===== src/rtl/nrzb_pkg.sv =====
// Package nrzb_pkg
// Holds the decoder state encoding shared by the control and top modules.
// Assumes nothing; contains types only.
package nrzb_pkg;

    typedef enum logic [1:0] {
        ST_HUNT = 2'd0,   // no frame, waiting for a low sample
        ST_SOFL = 2'd1,   // measuring the start-of-frame low run
        ST_GAP  = 2'd2,   // between characters, waiting for a start bit
        ST_CHAR = 2'd3    // shifting in a character
    } nrzb_state_e;

endpackage


===== src/rtl/nrzb_phase.sv =====
// Module nrzb_phase
// Tracks the sample phase inside a bit period and flags the decision sample.
// Assumes restart is asserted on the sample that is phase 0 of a new bit,
// and that restart never depends on the mid output (no combinational loop).
module nrzb_phase #(
    parameter int SPB = 4,   // samples per bit period
    parameter int MID = 2    // phase index of the decision sample
) (
    input  logic clk,
    input  logic rst_n,
    input  logic smp_vld,
    input  logic restart,
    output logic mid
);
    localparam int PW = (SPB > 1) ? $clog2(SPB) : 1;

    logic [PW-1:0] ph;   // phase of the next valid sample

    // Phase counter: reload on restart, otherwise wrap every SPB samples.
    always_ff @(posedge clk) begin
        if (!rst_n) begin
            ph <= '0;
        end else if (smp_vld) begin
            if (restart)
                ph <= PW'(1);
            else if (ph == PW'(SPB - 1))
                ph <= '0;
            else
                ph <= ph + PW'(1);
        end
    end

    // Decision strobe for the current sample.
    always_comb mid = smp_vld && !restart && (ph == PW'(MID));

    // Two decision samples can never sit in adjacent cycles.
    AST_MID_SPACED: assert property (@(posedge clk) disable iff (!rst_n)
        mid |=> !mid);

endmodule


===== src/rtl/nrzb_shift.sv =====
// Module nrzb_shift
// Collects one character, least significant bit first, and flags the last bit.
// Assumes clear arrives before the first take of each character.
module nrzb_shift #(
    parameter int CHW = 10   // bits per character
) (
    input  logic           clk,
    input  logic           rst_n,
    input  logic           clear,
    input  logic           take,
    input  logic           bit_in,
    output logic [CHW-1:0] word_nxt,
    output logic           last
);
    localparam int CNTW = $clog2(CHW + 1);

    logic [CHW-1:0]  word;
    logic [CNTW-1:0] cnt;

    // Next word with the new bit entering at the top (LSB first on the line).
    always_comb word_nxt = {bit_in, word[CHW-1:1]};

    // Final bit of the character is being taken this cycle.
    always_comb last = take && (cnt == CNTW'(CHW - 1));

    // Shift register and bit counter.
    always_ff @(posedge clk) begin
        if (!rst_n || clear) begin
            word <= '0;
            cnt  <= '0;
        end else if (take) begin
            word <= word_nxt;
            cnt  <= cnt + CNTW'(1);
        end
    end

    // A fresh character never starts already complete.
    AST_CLEAR_RESTARTS: assert property (@(posedge clk) disable iff (!rst_n)
        clear |=> !last);

endmodule


===== src/rtl/nrzb_ctrl.sv =====
// Module nrzb_ctrl
// Frame state machine: start-of-frame qualification, inter-character timeout,
// character classification, byte writes and end-of-frame reporting.
// Assumes mid marks the decision sample and word/last come from nrzb_shift.
module nrzb_ctrl
    import nrzb_pkg::*;
#(
    parameter int CHW       = 10,
    parameter int SOF_MIN   = 10,
    parameter int SOF_MAX   = 12,
    parameter int IDLE_MAX  = 25,
    parameter int MAX_BYTES = 256
) (
    input  logic                         clk,
    input  logic                         rst_n,
    input  logic                         smp_vld,
    input  logic                         smp_bit,
    input  logic                         mid,
    input  logic                         chr_last,
    input  logic [CHW-1:0]               chr_word,
    output logic                         restart,
    output logic                         sh_take,
    output logic                         byte_stb,
    output logic [CHW-3:0]               byte_val,
    output logic [$clog2(MAX_BYTES)-1:0] byte_idx,
    output logic                         frm_done,
    output logic [$clog2(MAX_BYTES+1)-1:0] frm_len,
    output logic                         frm_active
);
    localparam int DW  = CHW - 2;
    localparam int IW  = $clog2(MAX_BYTES);
    localparam int BW  = $clog2(MAX_BYTES + 1);
    localparam int LW  = $clog2(SOF_MAX + 2);
    localparam int QW  = $clog2(IDLE_MAX + 2);

    nrzb_state_e st, st_n;
    logic [LW-1:0] low, low_n;
    logic [QW-1:0] idle, idle_n;
    logic [BW-1:0] nb, nb_n;
    logic          wr_n, done_n;
    logic [DW-1:0] val_n;
    logic [IW-1:0] idx_n;
    logic [BW-1:0] len_n;

    // A low sample while hunting or waiting starts a new bit period.
    always_comb restart = smp_vld && !smp_bit && (st == ST_HUNT || st == ST_GAP);

    // Character bits are taken on decision samples only.
    always_comb sh_take = mid && (st == ST_CHAR);

    // Next-state and output decode for one sample.
    always_comb begin
        st_n   = st;
        low_n  = low;
        idle_n = idle;
        nb_n   = nb;
        wr_n   = 1'b0;
        done_n = 1'b0;
        val_n  = byte_val;
        idx_n  = byte_idx;
        len_n  = frm_len;
        case (st)
            ST_HUNT: begin
                if (smp_vld && !smp_bit) begin
                    st_n  = ST_SOFL;
                    low_n = '0;
                    nb_n  = '0;
                end
            end
            ST_SOFL: begin
                if (mid) begin
                    if (smp_bit) begin
                        if (low >= LW'(SOF_MIN)) begin
                            st_n   = ST_GAP;
                            idle_n = '0;
                        end else begin
                            st_n = ST_HUNT;
                        end
                    end else if (low == LW'(SOF_MAX)) begin
                        st_n = ST_HUNT;
                    end else begin
                        low_n = low + LW'(1);
                    end
                end
            end
            ST_GAP: begin
                if (smp_vld) begin
                    if (!smp_bit)
                        st_n = ST_CHAR;
                    else if (idle == QW'(IDLE_MAX))
                        st_n = ST_HUNT;
                    else
                        idle_n = idle + QW'(1);
                end
            end
            ST_CHAR: begin
                if (chr_last) begin
                    if (chr_word[CHW-1] && !chr_word[0]) begin
                        wr_n  = 1'b1;
                        val_n = chr_word[CHW-2:1];
                        idx_n = nb[IW-1:0];
                        nb_n  = nb + BW'(1);
                        if (nb == BW'(MAX_BYTES - 1)) begin
                            st_n = ST_HUNT;
                        end else begin
                            st_n   = ST_GAP;
                            idle_n = '0;
                        end
                    end else if (chr_word == '0) begin
                        st_n = ST_HUNT;
                        if (nb != '0) begin
                            done_n = 1'b1;
                            len_n  = nb;
                        end
                    end else begin
                        st_n = ST_HUNT;
                    end
                end
            end
            default: st_n = ST_HUNT;
        endcase
    end

    // State, counters and registered outputs.
    always_ff @(posedge clk) begin
        if (!rst_n) begin
            st       <= ST_HUNT;
            low      <= '0;
            idle     <= '0;
            nb       <= '0;
            byte_stb <= 1'b0;
            byte_val <= '0;
            byte_idx <= '0;
            frm_done <= 1'b0;
            frm_len  <= '0;
        end else begin
            st       <= st_n;
            low      <= low_n;
            idle     <= idle_n;
            nb       <= nb_n;
            byte_stb <= wr_n;
            byte_val <= val_n;
            byte_idx <= idx_n;
            frm_done <= done_n;
            frm_len  <= len_n;
        end
    end

    // Activity level follows the in-frame states.
    always_comb frm_active = (st == ST_GAP) || (st == ST_CHAR);

    AST_SOF_BOUND: assert property (@(posedge clk) disable iff (!rst_n)
        (st == ST_SOFL) |-> (low <= LW'(SOF_MAX)));
    AST_IDLE_BOUND: assert property (@(posedge clk) disable iff (!rst_n)
        (st == ST_GAP) |-> (idle <= QW'(IDLE_MAX)));
    AST_WRITE_STAYS: assert property (@(posedge clk) disable iff (!rst_n)
        (byte_stb && byte_idx != IW'(MAX_BYTES - 1)) |-> frm_active);
    AST_DONE_NONEMPTY: assert property (@(posedge clk) disable iff (!rst_n)
        frm_done |-> (frm_len != '0 && !frm_active));
    AST_NO_COLLIDE: assert property (@(posedge clk) disable iff (!rst_n)
        !(byte_stb && frm_done));
    AST_FULL_DROPS: assert property (@(posedge clk) disable iff (!rst_n)
        (byte_stb && byte_idx == IW'(MAX_BYTES - 1)) |-> !frm_active);

endmodule


===== src/rtl/nrzb_frame_rx.sv =====
// Module nrzb_frame_rx
// Top of the downlink NRZ frame decoder: phase tracking, character shifter
// and frame control. Assumes a sample stream at SMP_PER_BIT samples per bit.
module nrzb_frame_rx #(
    parameter int MAX_BYTES   = 256,
    parameter int SMP_PER_BIT = 4,
    parameter int MID_PHASE   = 2,
    parameter int DATA_W      = 8,
    parameter int SOF_MIN     = 10,
    parameter int SOF_MAX     = 12,
    parameter int IDLE_MAX    = 25
) (
    input  logic                           clk,
    input  logic                           rst_n,
    input  logic                           smp_vld,
    input  logic                           smp_bit,
    output logic                           byte_stb,
    output logic [DATA_W-1:0]              byte_val,
    output logic [$clog2(MAX_BYTES)-1:0]   byte_idx,
    output logic                           frm_done,
    output logic [$clog2(MAX_BYTES+1)-1:0] frm_len,
    output logic                           frm_active
);
    localparam int CHW = DATA_W + 2;

    logic           restart;
    logic           mid;
    logic           sh_take;
    logic           chr_last;
    logic [CHW-1:0] chr_word;

    nrzb_phase #(.SPB(SMP_PER_BIT), .MID(MID_PHASE)) u_phase (
        .clk     (clk),
        .rst_n   (rst_n),
        .smp_vld (smp_vld),
        .restart (restart),
        .mid     (mid)
    );

    nrzb_shift #(.CHW(CHW)) u_shift (
        .clk      (clk),
        .rst_n    (rst_n),
        .clear    (restart),
        .take     (sh_take),
        .bit_in   (smp_bit),
        .word_nxt (chr_word),
        .last     (chr_last)
    );

    nrzb_ctrl #(
        .CHW       (CHW),
        .SOF_MIN   (SOF_MIN),
        .SOF_MAX   (SOF_MAX),
        .IDLE_MAX  (IDLE_MAX),
        .MAX_BYTES (MAX_BYTES)
    ) u_ctrl (
        .clk        (clk),
        .rst_n      (rst_n),
        .smp_vld    (smp_vld),
        .smp_bit    (smp_bit),
        .mid        (mid),
        .chr_last   (chr_last),
        .chr_word   (chr_word),
        .restart    (restart),
        .sh_take    (sh_take),
        .byte_stb   (byte_stb),
        .byte_val   (byte_val),
        .byte_idx   (byte_idx),
        .frm_done   (frm_done),
        .frm_len    (frm_len),
        .frm_active (frm_active)
    );

endmodule


===== config.mk =====
export PLATFORM = sky130hd
export DESIGN_NAME = nrzb_frame_rx
export DESIGN_NICKNAME = d
export VERILOG_FILES = /design/src/rtl/nrzb_pkg.sv /design/src/rtl/nrzb_phase.sv /design/src/rtl/nrzb_shift.sv /design/src/rtl/nrzb_ctrl.sv /design/src/rtl/nrzb_frame_rx.sv
export SDC_FILE = /design/constraint.sdc
export NUM_CORES = 1
export LEC_CHECK = 0
export BUFFER_PORTS_ARGS = -buffer_cell sky130_fd_sc_hd__buf_4
export CAP_MARGIN = 20
export CELL_PAD_IN_SITES_DETAIL_PLACEMENT = 1
export CELL_PAD_IN_SITES_GLOBAL_PLACEMENT = 1
export CORE_MARGIN = 8
export CORE_UTILIZATION = 39
export DETAILED_ROUTE_END_ITERATION = 8
export GPL_ROUTABILITY_DRIVEN = 0
export PLACE_DENSITY_LB_ADDON = 0.1
export RECOVER_POWER = 100
export SETUP_SLACK_MARGIN = 0.3
export SLEW_MARGIN = 20
export SYNTH_ARGS = -nofsm -noshare
export SYNTH_HDL_FRONTEND = slang
export SYNTH_SLANG_ARGS = --single-unit

===== constraint.sdc =====
create_clock -name clk -period 2.1 [get_ports clk]
set_clock_uncertainty 0.2 [all_clocks]
set_input_delay 0.105 -clock clk [delete_from_list [all_inputs] [get_ports clk]]
set_output_delay 0.105 -clock clk [all_outputs]
set_load 0.005 [all_outputs]

==> metrics.md, run 1 <==
| Metric | Value |
|---|---|
| Ys async rst share | `0` |
| Die H | `102.2 µm` |
| Grt total ovfl | `0` |
| Tot Pwr | `2.491 mW` |
| Crit path largest cell delay | `0.49 ns` |
| Most common flop cell mapped by yosys | `dfxtp_1` |
| Met3 usage | `0.04019` |
| Placed wire-length estimate | `5556 µm` |
| R2R setup slack | `0.08 ns` |
| Status | `finished with violations` |
| Vias | `2769` |
| Yosys top cell area share | `0.4283` |
| CP startpoint kind | `flip-flop` |
| Sequential element share of the synthesized area | `0.4283` |
| Clock Latency Late Sink | `0.36 ns` |
| Clock root cell | `clkbuf_8` |
| TritonRoute pass-1 iters | `4` |
| Worst slew pin tran | `0.4073 ns` |
| PortBufs | `31` |
| Flops & latches, synth | `62` |
| CP endpoint | `u_ctrl.idle[4]` |
| Syn Area/Cell | `8.351 µm²` |
| H-tree depth | `3` |
| Initial antenna violation count | `0` |
| Yosys top cell by area | `dfxtp_1` |
| Top post-synthesis cells by area | `dfxtp_1 (43%), nand2_1 (10%), a21oi_1 (6.2%), ha_1 (5.2%), mux2i_1 (4.8%)` |
| Maximum clock path buffer count | `2` |
| RSZ-0062 raised after global routing | `yes` |
| Failing checks | `hold timing` |
| Final Slew Violations | `0` |
| Grt met1 use | `0.2048` |
| Fmax | `494.8 MHz` |
| Initial DRC count | `75` |
| Mapped Cells | `347` |
| Vias in the first global route | `2941` |
| Drt drc | `0` |
| CTS tree | `built` |
| Detail Route Antenna Nets | `0` |
| Worst R2R End | `u_ctrl.idle[4]` |
| Final period util | `0.9623` |
| Crit path arrival time | `2.08 ns` |
| Crit-path cells | `buf_4 > or2_2 > o2111ai_4 > or3_4 > o32ai_1` |
| CTS Buf Count | `9` |
| Reg-to-reg startpoint | `u_ctrl.st[1]` |
| Global-route wire length before repair | `14230 µm` |
| Reg2Reg Depth | `5` |
| Total track usage | `0.1754` |
| WP data required | `2.16 ns` |
| Setup TNS | `0 ns` |
| Hold Crit Start | `rst_n` |
| Slowest CP cell | `dfxtp_1` |
| Chip width | `102.2 µm` |
| Min Hold Slack | `-0.02909 ns` |
| Layout cells sized above 1 | `0.3372` |
| Layout area overhead | `37.95%` |
| Area of the multi-input gates | `1712 µm²` |
| Syn Nets | `363` |
| MaxCap Viol Count | `0` |
| Row cnt | `31` |
| # fillers | `871` |
| WS Path Type | `reg2reg` |
| Peak supply drop | `0.2915 mV` |
| Diode count | `0` |
| Final core utilization | `0.5541` |
| WL final | `8724 µm` |
| Hold Crit Depth | `3` |
| Crit path from | `u_ctrl.st[1]` |
| Die ar. | `10440 µm²` |
| Top post-synthesis cells by count | `nand2_1 (78), dfxtp_1 (62), a21oi_1 (36), nor2_1 (18), mux2i_1 (14)` |
| Wire per inst | `16.59 µm` |
| Final Hold Viols | `2` |
| Number of vias per cell | `5.264` |
| Most used routing layer | `met2` |
| Power Dens Cells | `623.0 nW/µm²` |
| Pin count of the biggest net entering global routing | `18` |
| Clk slew on worst S/H paths | `0.07 ns` |
| Rel. slew slack | `0.7276` |
| Initial Util | `0.4017` |
| Crit Path Max Fanout | `8` |
| CTS sink count | `62` |
| Yosys Warn Count | `0` |
| Final setup viols | `0` |
| # IOs | `32` |
| CP endpoint kind | `flip-flop` |
| Most common cell in the synthesized netlist | `nand2_1` |
| Total Nets Final | `438` |
| Leakage | `1.538 nW` |
| Cell area after synthesis | `2898 µm²` |
| Core area | `7214 µm²` |
| Met2 Use GR | `0.2994` |
| Synth cell types | `50` |
| Post-synth EDFFs | `0` |
| Worst min path class | `in2reg` |
| Sequential cell area | `1256 µm²` |
| Final min period | `2.021 ns` |
-- worst min-delay path by stage --
stage	slack (ns)	end
floorplan	-0.01	u_phase.ph[0]
global placement	0.13	u_phase.ph[0]
detailed placement	0.14	u_phase.ph[0]
CTS	-0.04	u_ctrl.low[2]
global route	-0.02	u_ctrl.low[2]
finish	-0.03	u_ctrl.low[2]
-- registers in the layout (all words and copies together) (netlist names) --
name / cells
u_ctrl.st: 2
u_ctrl.idle: 5
u_phase.ph: 2
u_ctrl.byte_idx: 8
u_ctrl.byte_val: 8
u_shift.word: 9
u_ctrl.frm_len: 9
u_ctrl.low: 4
u_ctrl.nb: 9
u_ctrl.frm_done: 1
u_shift.cnt: 4
u_ctrl.byte_stb: 1
-- cell families (layout without fill, tap and decap cells) --
kind of cell    count (synthesis)  in the layout  share of synthesized area
compound gates                 69             69                     0.1511
flops                          62             62                     0.4283
mux                            14             14                    0.04836
simple gates                  150            150                     0.2526
xor+xnor                        5              5                    0.01511
buf+inv                        35            115                    0.05267
fa+ha+maj                      12             12                    0.05181
-- timing repair --
item / 4_1_cts / 5_1_grt
setup buffers: 16 / 7
hold endpoints to repair: 15 / 0
endpoints found under the setup margin: 40 / 42
hold buffers: 4 / 0
gates cloned: 0 / 1
pin swaps: 18 / 11
gates resized for setup: 35 / 27
-- critical path: cells and delay by family (launching register included) --
kind            cells  cell delay, ns
flops               1            0.49
compound gates      2            0.43
simple gates        2            0.59
buf+inv             1            0.22
-- stage by stage --
stage,std cells,setup slack [ns],area (µm²)
2_1_floorplan,347,0.1421,2967
3_3_place_gp,482,0.08920,3413
3_5_place_dp,482,-0.01087,3413
4_1_cts,518,0.1496,3936
5_1_grt,526,0.04942,3998
6_report,526,0.07908,3998
-- per-layer routing --
metal	up-vias	routed length (µm)
li1	1359	-
met2	39	4193
met3	11	279
met5	-	0
met1	1360	4112
met4	0	138
-- cell usage in the layout, fill, tap and decap left out, drive strengths merged, types with 10 or more instances in the layout --
cell type   n
mux2i      14
clkbuf     44
inv        11
nand2      78
dfxtp      62
buf        48
a21oi      36
o21ai      12
nor2       18
nand4      10
ha         12
-- layout make-up --
type	instances	share of cell area
multi-input combinational	250	0.4282
sequential	62	0.3142
timing repair buffer	86	0.1603
clock buffer	10	0.03192
tap	99	0.03099
clock inverter	6	0.02160
inverter	13	0.01283
-- power by group --
part | leakage, nW | switching (mW) | total [mW] | internal [mW]
Clock | 0.106 | 0.508 | 1.17 | 0.666
Combinational | 0.927 | 0.0793 | 0.131 | 0.0513
Sequential | 0.505 | 0.00684 | 1.19 | 1.18
Total | 1.54 | 0.594 | 2.49 | 1.90
Power figures use the tool's default switching activity.
==> run 2: changes to the inputs <==
--- a/config.mk
+++ b/config.mk
@@ -9,6 +9,7 @@
 export CAP_MARGIN = 20
 export CELL_PAD_IN_SITES_DETAIL_PLACEMENT = 1
 export CELL_PAD_IN_SITES_GLOBAL_PLACEMENT = 1
+export CORE_ASPECT_RATIO = 0.6
 export CORE_MARGIN = 8
 export CORE_UTILIZATION = 39
 export DETAILED_ROUTE_END_ITERATION = 8
==> metrics.md, run 2 (same netlist as run 1, synthesis figures left out) <==
| Metric | Value |
|---|---|
| Row cnt | `24 (-23%)` |
| Wire per inst | `17.28 µm (+4.2%)` |
| Clock Latency Late Sink | `0.33 ns (-0.03 ns)` |
| CTS sink count | `62 (unchanged)` |
| Vias | `2728 (-1.5%)` |
| Total Nets Final | `430 (-1.8%)` |
| Placed wire-length estimate | `5971 µm (+7.5%)` |
| Worst R2R End | `u_ctrl.byte_idx[2]` |
| Drt drc | `0 (unchanged)` |
| Total track usage | `0.1754 (about the same)` |
| R2R setup slack | `0.12 ns (+0.04 ns)` |
| Detail Route Antenna Nets | `0 (unchanged)` |
| Final min period | `1.978 ns (-0.04317 ns)` |
| CP bufs+invs | `3 (+2)` |
| Layout area overhead | `38.99%` |
| Crit path largest cell delay | `0.41 ns (-0.08 ns)` |
| Crit-path cells | `buf_8 > and4_1 > buf_4 > and3_2 > buf_6 > nand2_1 > a21oi_1` |
| WP data required | `2.15 ns (about the same)` |
| TritonRoute pass-1 iters | `4 (unchanged)` |
| Final Hold Viols | `0 (-2)` |
| Post-route setup slack | `0.1222 ns (+0.04317 ns)` |
| Peak supply drop | `0.4127 mV (+42%)` |
| # IOs | `32 (unchanged)` |
| Maximum clock path buffer count | `2 (unchanged)` |
| Rel. slew slack | `0.6570 (-0.07061)` |
| Met2 Use GR | `0.2818 (-0.01756)` |
| Hold Crit Depth | `3 (unchanged)` |
| Initial antenna violation count | `0 (unchanged)` |
| WS Path Type | `reg2reg` |
| Crit path from | `u_ctrl.st[1]` |
| Slowest CP cell | `dfxtp_1` |
| Initial DRC count | `125 (+67%)` |
| # fillers | `859 (-1.4%)` |
| Initial Util | `0.4004 (-0.001250)` |
| MaxCap Viol Count | `0 (unchanged)` |
| Power Dens Cells | `658.2 nW/µm² (+5.7%)` |
| Met3 usage | `0.05293 (+0.01274)` |
| Diode count | `0 (unchanged)` |
| WL final | `9039 µm (+3.6%)` |
| CTS Buf Count | `9 (unchanged)` |
| CP top delay family | `simple AND/OR/NAND/NOR gates` |
| H-tree depth | `3 (unchanged)` |
| Chip width | `127.3 µm (+25%)` |
| Stages on worst setup path | `7 (+2)` |
| Crit path arrival time | `2.03 ns (-0.05 ns)` |
| Worst slew pin tran | `0.5092 ns (+0.1019 ns)` |
| Layout cells sized above 1 | `0.3270 (-0.01027)` |
| Clk slew on worst S/H paths | `0.06 ns (about the same)` |
| Pre-CTS setup slack | `-0.02325 ns (-0.01238 ns)` |
| Status | `finished, final reports clean` |
| Reg-to-reg startpoint | `u_ctrl.st[1]` |
| Final core utilization | `0.5565 (+0.002425)` |
| Grt total ovfl | `0 (unchanged)` |
| Die ar. | `10540 µm² (+0.86%)` |
| Number of vias per cell | `5.216 (-0.92%)` |
| Most used routing layer | `met2` |
| Final setup viols | `0 (unchanged)` |
| Leakage | `1.539 nW (about the same)` |
| Fmax | `505.6 MHz (+2.2%)` |
| Grt met1 use | `0.2256 (+0.02075)` |
| CP startpoint kind | `flip-flop` |
| Final Slew Violations | `0 (unchanged)` |
| Largest regs | `u_ctrl.frm_len: 9 flops, u_ctrl.nb: 9 flops, u_shift.word: 9 flops` |
| Commonest non-fill, non-tap cell in the layout | `nand2_1` |
| Worst min path class | `in2reg` |
| Die H | `82.77 µm (-19%)` |
| Tot Pwr | `2.651 mW (+6.4%)` |
| Global-route wire length before repair | `14470 µm (+1.7%)` |
| Pin count of the biggest net entering global routing | `31 (+13)` |
| RSZ-0062 raised after global routing | `yes` |
| PortBufs | `31 (unchanged)` |
| Reg2Reg Depth | `7 (+2)` |
| Final period util | `0.9418 (-0.02056)` |
| CP endpoint kind | `flip-flop` |
| Vias in the first global route | `2810 (-4.5%)` |
| Core area | `7237 µm² (+0.31%)` |
| Most frequent cells in the layout | `nand2_1 (78), dfxtp_1 (51), buf_4 (40), a21oi_1 (31), clkbuf_4 (22)` |
| Crit Path Max Fanout | `11 (+3)` |
| CP endpoint | `u_ctrl.byte_idx[2]` |
| Clock root cell | `clkbuf_16` |
| CTS tree | `built` |
-- run 2: cell types whose count changed in the layout (fill, tap and decap cells not counted), moves of 4 or more --
| cell | delta |
|---|---|
| buf_6 | +4 |
| clkbuf_16 | +9 |
| clkbuf_8 | -8 |
| buf_4 | -6 |
| clkbuf_4 | -5 |
-- run 2: routing by layer --
layer,part of all wire,vias up,wire length [µm]
met4,0.0094,0,85
li1,-,1349,-
met2,0.46,41,4191
met3,0.034,11,306
met5,0,-,0
met1,0.49,1327,4455
-- run 2: cell type report --
cell class / instances / area, µm² / area share
inverters: 13 / 48.80 / 0.01212
repair buffers: 78 / 598.1 / 0.1485
clock inverters: 4 / 22.52 / 0.005592
clock buffers: 12 / 246.5 / 0.06120
well taps: 104 / 130.1 / 0.03231
flip-flops and latches: 62 / 1255 / 0.3116
multi-input cells: 250 / 1727 / 0.4287
-- run 2: per-stage QoR --
stage	instances	TNS (ns)	hold slack [ns]	cell area, µm²
after floorplan	347	0	-0.01209	2967
after global placement	486	0	0.1438	3412
after detailed placement	486	-0.03430	0.1635	3412
after CTS	518	0	0.04649	3934
after global routing	523	0	0.05485	4028
final	523	0	0.04619	4028
-- run 2: worst min-delay path: stages --
cell	delay (ns)
buf_4	0.11
clkinv_1	0.18
o32ai_2	0.13
-- run 2: worst min path at each step --
stage                     startpoint             end  slack [ns]
after global placement       smp_vld   u_phase.ph[0]        0.14
after CTS                      rst_n  u_ctrl.idle[3]        0.05
after detailed placement     smp_vld   u_phase.ph[0]        0.16
after floorplan              smp_vld   u_phase.ph[0]       -0.01
after global routing           rst_n  u_ctrl.idle[3]        0.05
final                          rst_n  u_ctrl.idle[3]        0.05
-- run 2: report_power, final --
group          total [mW]  switching (mW)  internal, mW
combinational       0.119          0.0774        0.0420
clock                1.34           0.518         0.824
sequential           1.19         0.00698          1.18
total                2.65           0.602          2.05
-- run 2: repair_timing --
| action | CTS | global route |
|---|---|---|
| gates resized for setup | 32 | 27 |
| hold buffers | 2 | 0 |
| endpoints found under the setup margin | 39 | 43 |
| buffers inserted | 14 | 4 |
| cloned | 0 | 1 |
| hold endpoints to repair | 4 | 0 |
| pin swaps | 14 | 15 |
==> run 3: changes to the inputs <==
==> constraint.sdc (replaced) <==
create_clock -name clk -period 2.1 [get_ports clk]
set_clock_uncertainty 0.2 [all_clocks]
set_input_delay 0.105 -clock clk [delete_from_list [all_inputs] [get_ports clk]]
set_output_delay 0.105 -clock clk [all_outputs]
set_load 0.05 [all_outputs]
==> metrics.md, run 3 (same netlist as run 1, synthesis figures left out) <==
| Metric | Value |
|---|---|
| Core area | `7237 µm² (unchanged)` |
| Final setup viols | `0 (unchanged)` |
| Final period util | `0.9421 (about the same)` |
| Drt drc | `0 (unchanged)` |
| Maximum clock path buffer count | `2 (unchanged)` |
| Wire per inst | `17.32 µm (+0.22%)` |
| Hold Crit Depth | `3 (unchanged)` |
| Die H | `82.77 µm (unchanged)` |
| Psw | `0.6057 mW (+0.55%)` |
| Most frequent cells in the layout | `nand2_1 (78), dfxtp_1 (51), buf_4 (39), a21oi_1 (31), clkbuf_1 (31)` |
| Number of vias per cell | `5.203 (-0.26%)` |
| Peak supply drop | `0.4137 mV (+0.25%)` |
| Clock Latency Late Sink | `0.33 ns (about the same)` |
| CP endpoint kind | `flip-flop` |
| Layout area overhead | `36.01%` |
| MaxCap Viol Count | `0 (unchanged)` |
| Total Nets Final | `430 (unchanged)` |
| Reg2Reg Depth | `7 (unchanged)` |
| Pre-CTS setup slack | `-0.02325 ns (unchanged)` |
| Vias in the first global route | `2810 (unchanged)` |
| Row cnt | `24 (unchanged)` |
| Commonest non-fill, non-tap cell in the layout | `nand2_1` |
| Diode count | `0 (unchanged)` |
| Layout cells sized above 1 | `0.2721 (-0.05489)` |
| CP startpoint kind | `flip-flop` |
| Rel. slew slack | `0.5762 (-0.08079)` |
| Status | `finished, final reports clean` |
| # IOs | `32 (unchanged)` |
| Fmax | `505.5 MHz (about the same)` |
| Crit Path Max Fanout | `11 (unchanged)` |
| Detail Route Antenna Nets | `0 (unchanged)` |
| H-tree depth | `3 (unchanged)` |
| Initial antenna violation count | `0 (unchanged)` |
| Clock root cell | `clkbuf_16` |
| WL final | `9059 µm (+0.22%)` |
| Final Hold Viols | `0 (unchanged)` |
| RSZ-0062 raised after global routing | `yes` |
| PortBufs | `31 (unchanged)` |
| Pin count of the biggest net entering global routing | `31 (unchanged)` |
| Post-route setup slack | `0.1217 ns (-0.0005980 ns)` |
| Power Dens Cells | `673.5 nW/µm² (+2.3%)` |
| Placed Cells | `486 (unchanged)` |
| Hold Crit Start | `rst_n` |
| Total track usage | `0.1754 (unchanged)` |
| Internal power | `2.049 mW (about the same)` |
| TritonRoute pass-1 iters | `4 (unchanged)` |
| Vias | `2721 (-0.26%)` |
| Tot Pwr | `2.654 mW (+0.12%)` |
| Crit path arrival time | `2.03 ns (about the same)` |
| Post-route insts no fill | `523 (unchanged)` |
| Final Slew Violations | `0 (unchanged)` |
| Worst slew pin tran | `0.6385 ns (+0.1293 ns)` |
| Die ar. | `10540 µm² (unchanged)` |
| Initial DRC count | `117 (-6.4%)` |
| Initial Util | `0.4004 (unchanged)` |
| Worst min path class | `in2reg` |
| Layout Cell Area excl Fill | `3941 µm² (-2.1%)` |
| Grt total ovfl | `0 (unchanged)` |
| Hold endpoint | `u_ctrl.idle[3]` |
| CTS tree | `built` |
| CTS Buf Count | `9 (unchanged)` |
| Clk slew on worst S/H paths | `0.06 ns (about the same)` |
| Chip width | `127.3 µm (unchanged)` |
| Worst R2R End | `u_ctrl.byte_idx[2]` |
| WP data required | `2.15 ns (about the same)` |
| Global-route wire length before repair | `14470 µm (unchanged)` |
| Leakage | `1.454 nW (-5.6%)` |
| Placed wire-length estimate | `5971 µm (unchanged)` |
| WS Path Type | `reg2reg` |
| CTS sink count | `62 (unchanged)` |
| Area post-placement | `3412 µm² (unchanged)` |
| Final min period | `1.978 ns (+0.0005980 ns)` |
| Clock power share | `0.507 (about the same)` |
| Largest regs | `u_ctrl.frm_len: 9 flops, u_ctrl.nb: 9 flops, u_shift.word: 9 flops` |
| Combinational cell fraction of total power | `0.045 (about the same)` |
| Reg-to-reg startpoint | `u_ctrl.st[1]` |
| Flop pwr share | `0.448 (about the same)` |
| Final core utilization | `0.5446 (-0.01193)` |
| R2R setup slack | `0.12 ns (about the same)` |
| Switching Fraction | `0.2282 (+0.0009656)` |
## run 3: changes by cell type in the layout (fill, tap and decap cells not counted), sizes merged
cell,before,now
clkbuf,41,42
buf,47,46
## run 3: power by group through the flow
stage | Clock [mW] | Combinational (mW) | Sequential, mW
after floorplan | 0 | 0.0653 | 1.21
after global placement | 0 | 0.0963 | 1.21
after detailed placement | 0 | 0.0990 | 1.21
after CTS | 1.37 | 0.116 | 1.19
after global routing | 1.42 | 0.130 | 1.19
final | 1.35 | 0.119 | 1.19
## run 3: worst max-delay path: stages (launching register included)
cell	delay [ns]
dfxtp_1	0.41
buf_8	0.17
and4_1	0.30
buf_4	0.16
and3_2	0.26
buf_6	0.16
nand2_1	0.07
a21oi_1	0.17
## run 3: area by class of cell
class                   count  area, µm²
multi-input cells         250       1727
inverters                  13      48.80
fillers                   870       3296
clock buffers              12      246.5
clock inverters             4      22.52
well taps                 104      130.1
repair buffers             78      511.7
flip-flops and latches     62       1255
## run 3: timing repair
item,4_1_cts,5_1_grt
endpoints found under the setup margin,39,43
resized for setup,32,27
cloned,0,1
pin swaps,14,15
hold buffers,2,0
setup buffers,14,4
endpoints found under the hold margin,4,0
## run 3: worst max path at each step
stage / start / end
after global placement: u_ctrl.low[0] / u_ctrl.idle[1]
final: u_ctrl.st[1] / u_ctrl.byte_idx[2]
after detailed placement: u_ctrl.low[0] / u_ctrl.idle[0]
after floorplan: u_ctrl.nb[5] / u_ctrl.idle[2]
after global routing: u_ctrl.st[1] / u_ctrl.byte_val[6]
after CTS: u_ctrl.nb[5] / u_ctrl.idle[2]
## run 3: per-stage QoR
stage / setup TNS [ns] / hold WS (ns)
after floorplan: 0 / -0.01209
after global placement: 0 / 0.1438
after detailed placement: -0.03430 / 0.1635
after CTS: 0 / 0.04649
after global routing: 0 / 0.05485
final: 0 / 0.04747
## run 3: metal layers
layer | up-vias | GRT usage | part of all wire
met5 | - | 0 | 0
met3 | 12 | 0.05293 | 0.039
li1 | 1346 | - | -
met1 | 1316 | 0.2256 | 0.49
met4 | 0 | 0.05307 | 0.010
met2 | 47 | 0.2818 | 0.46
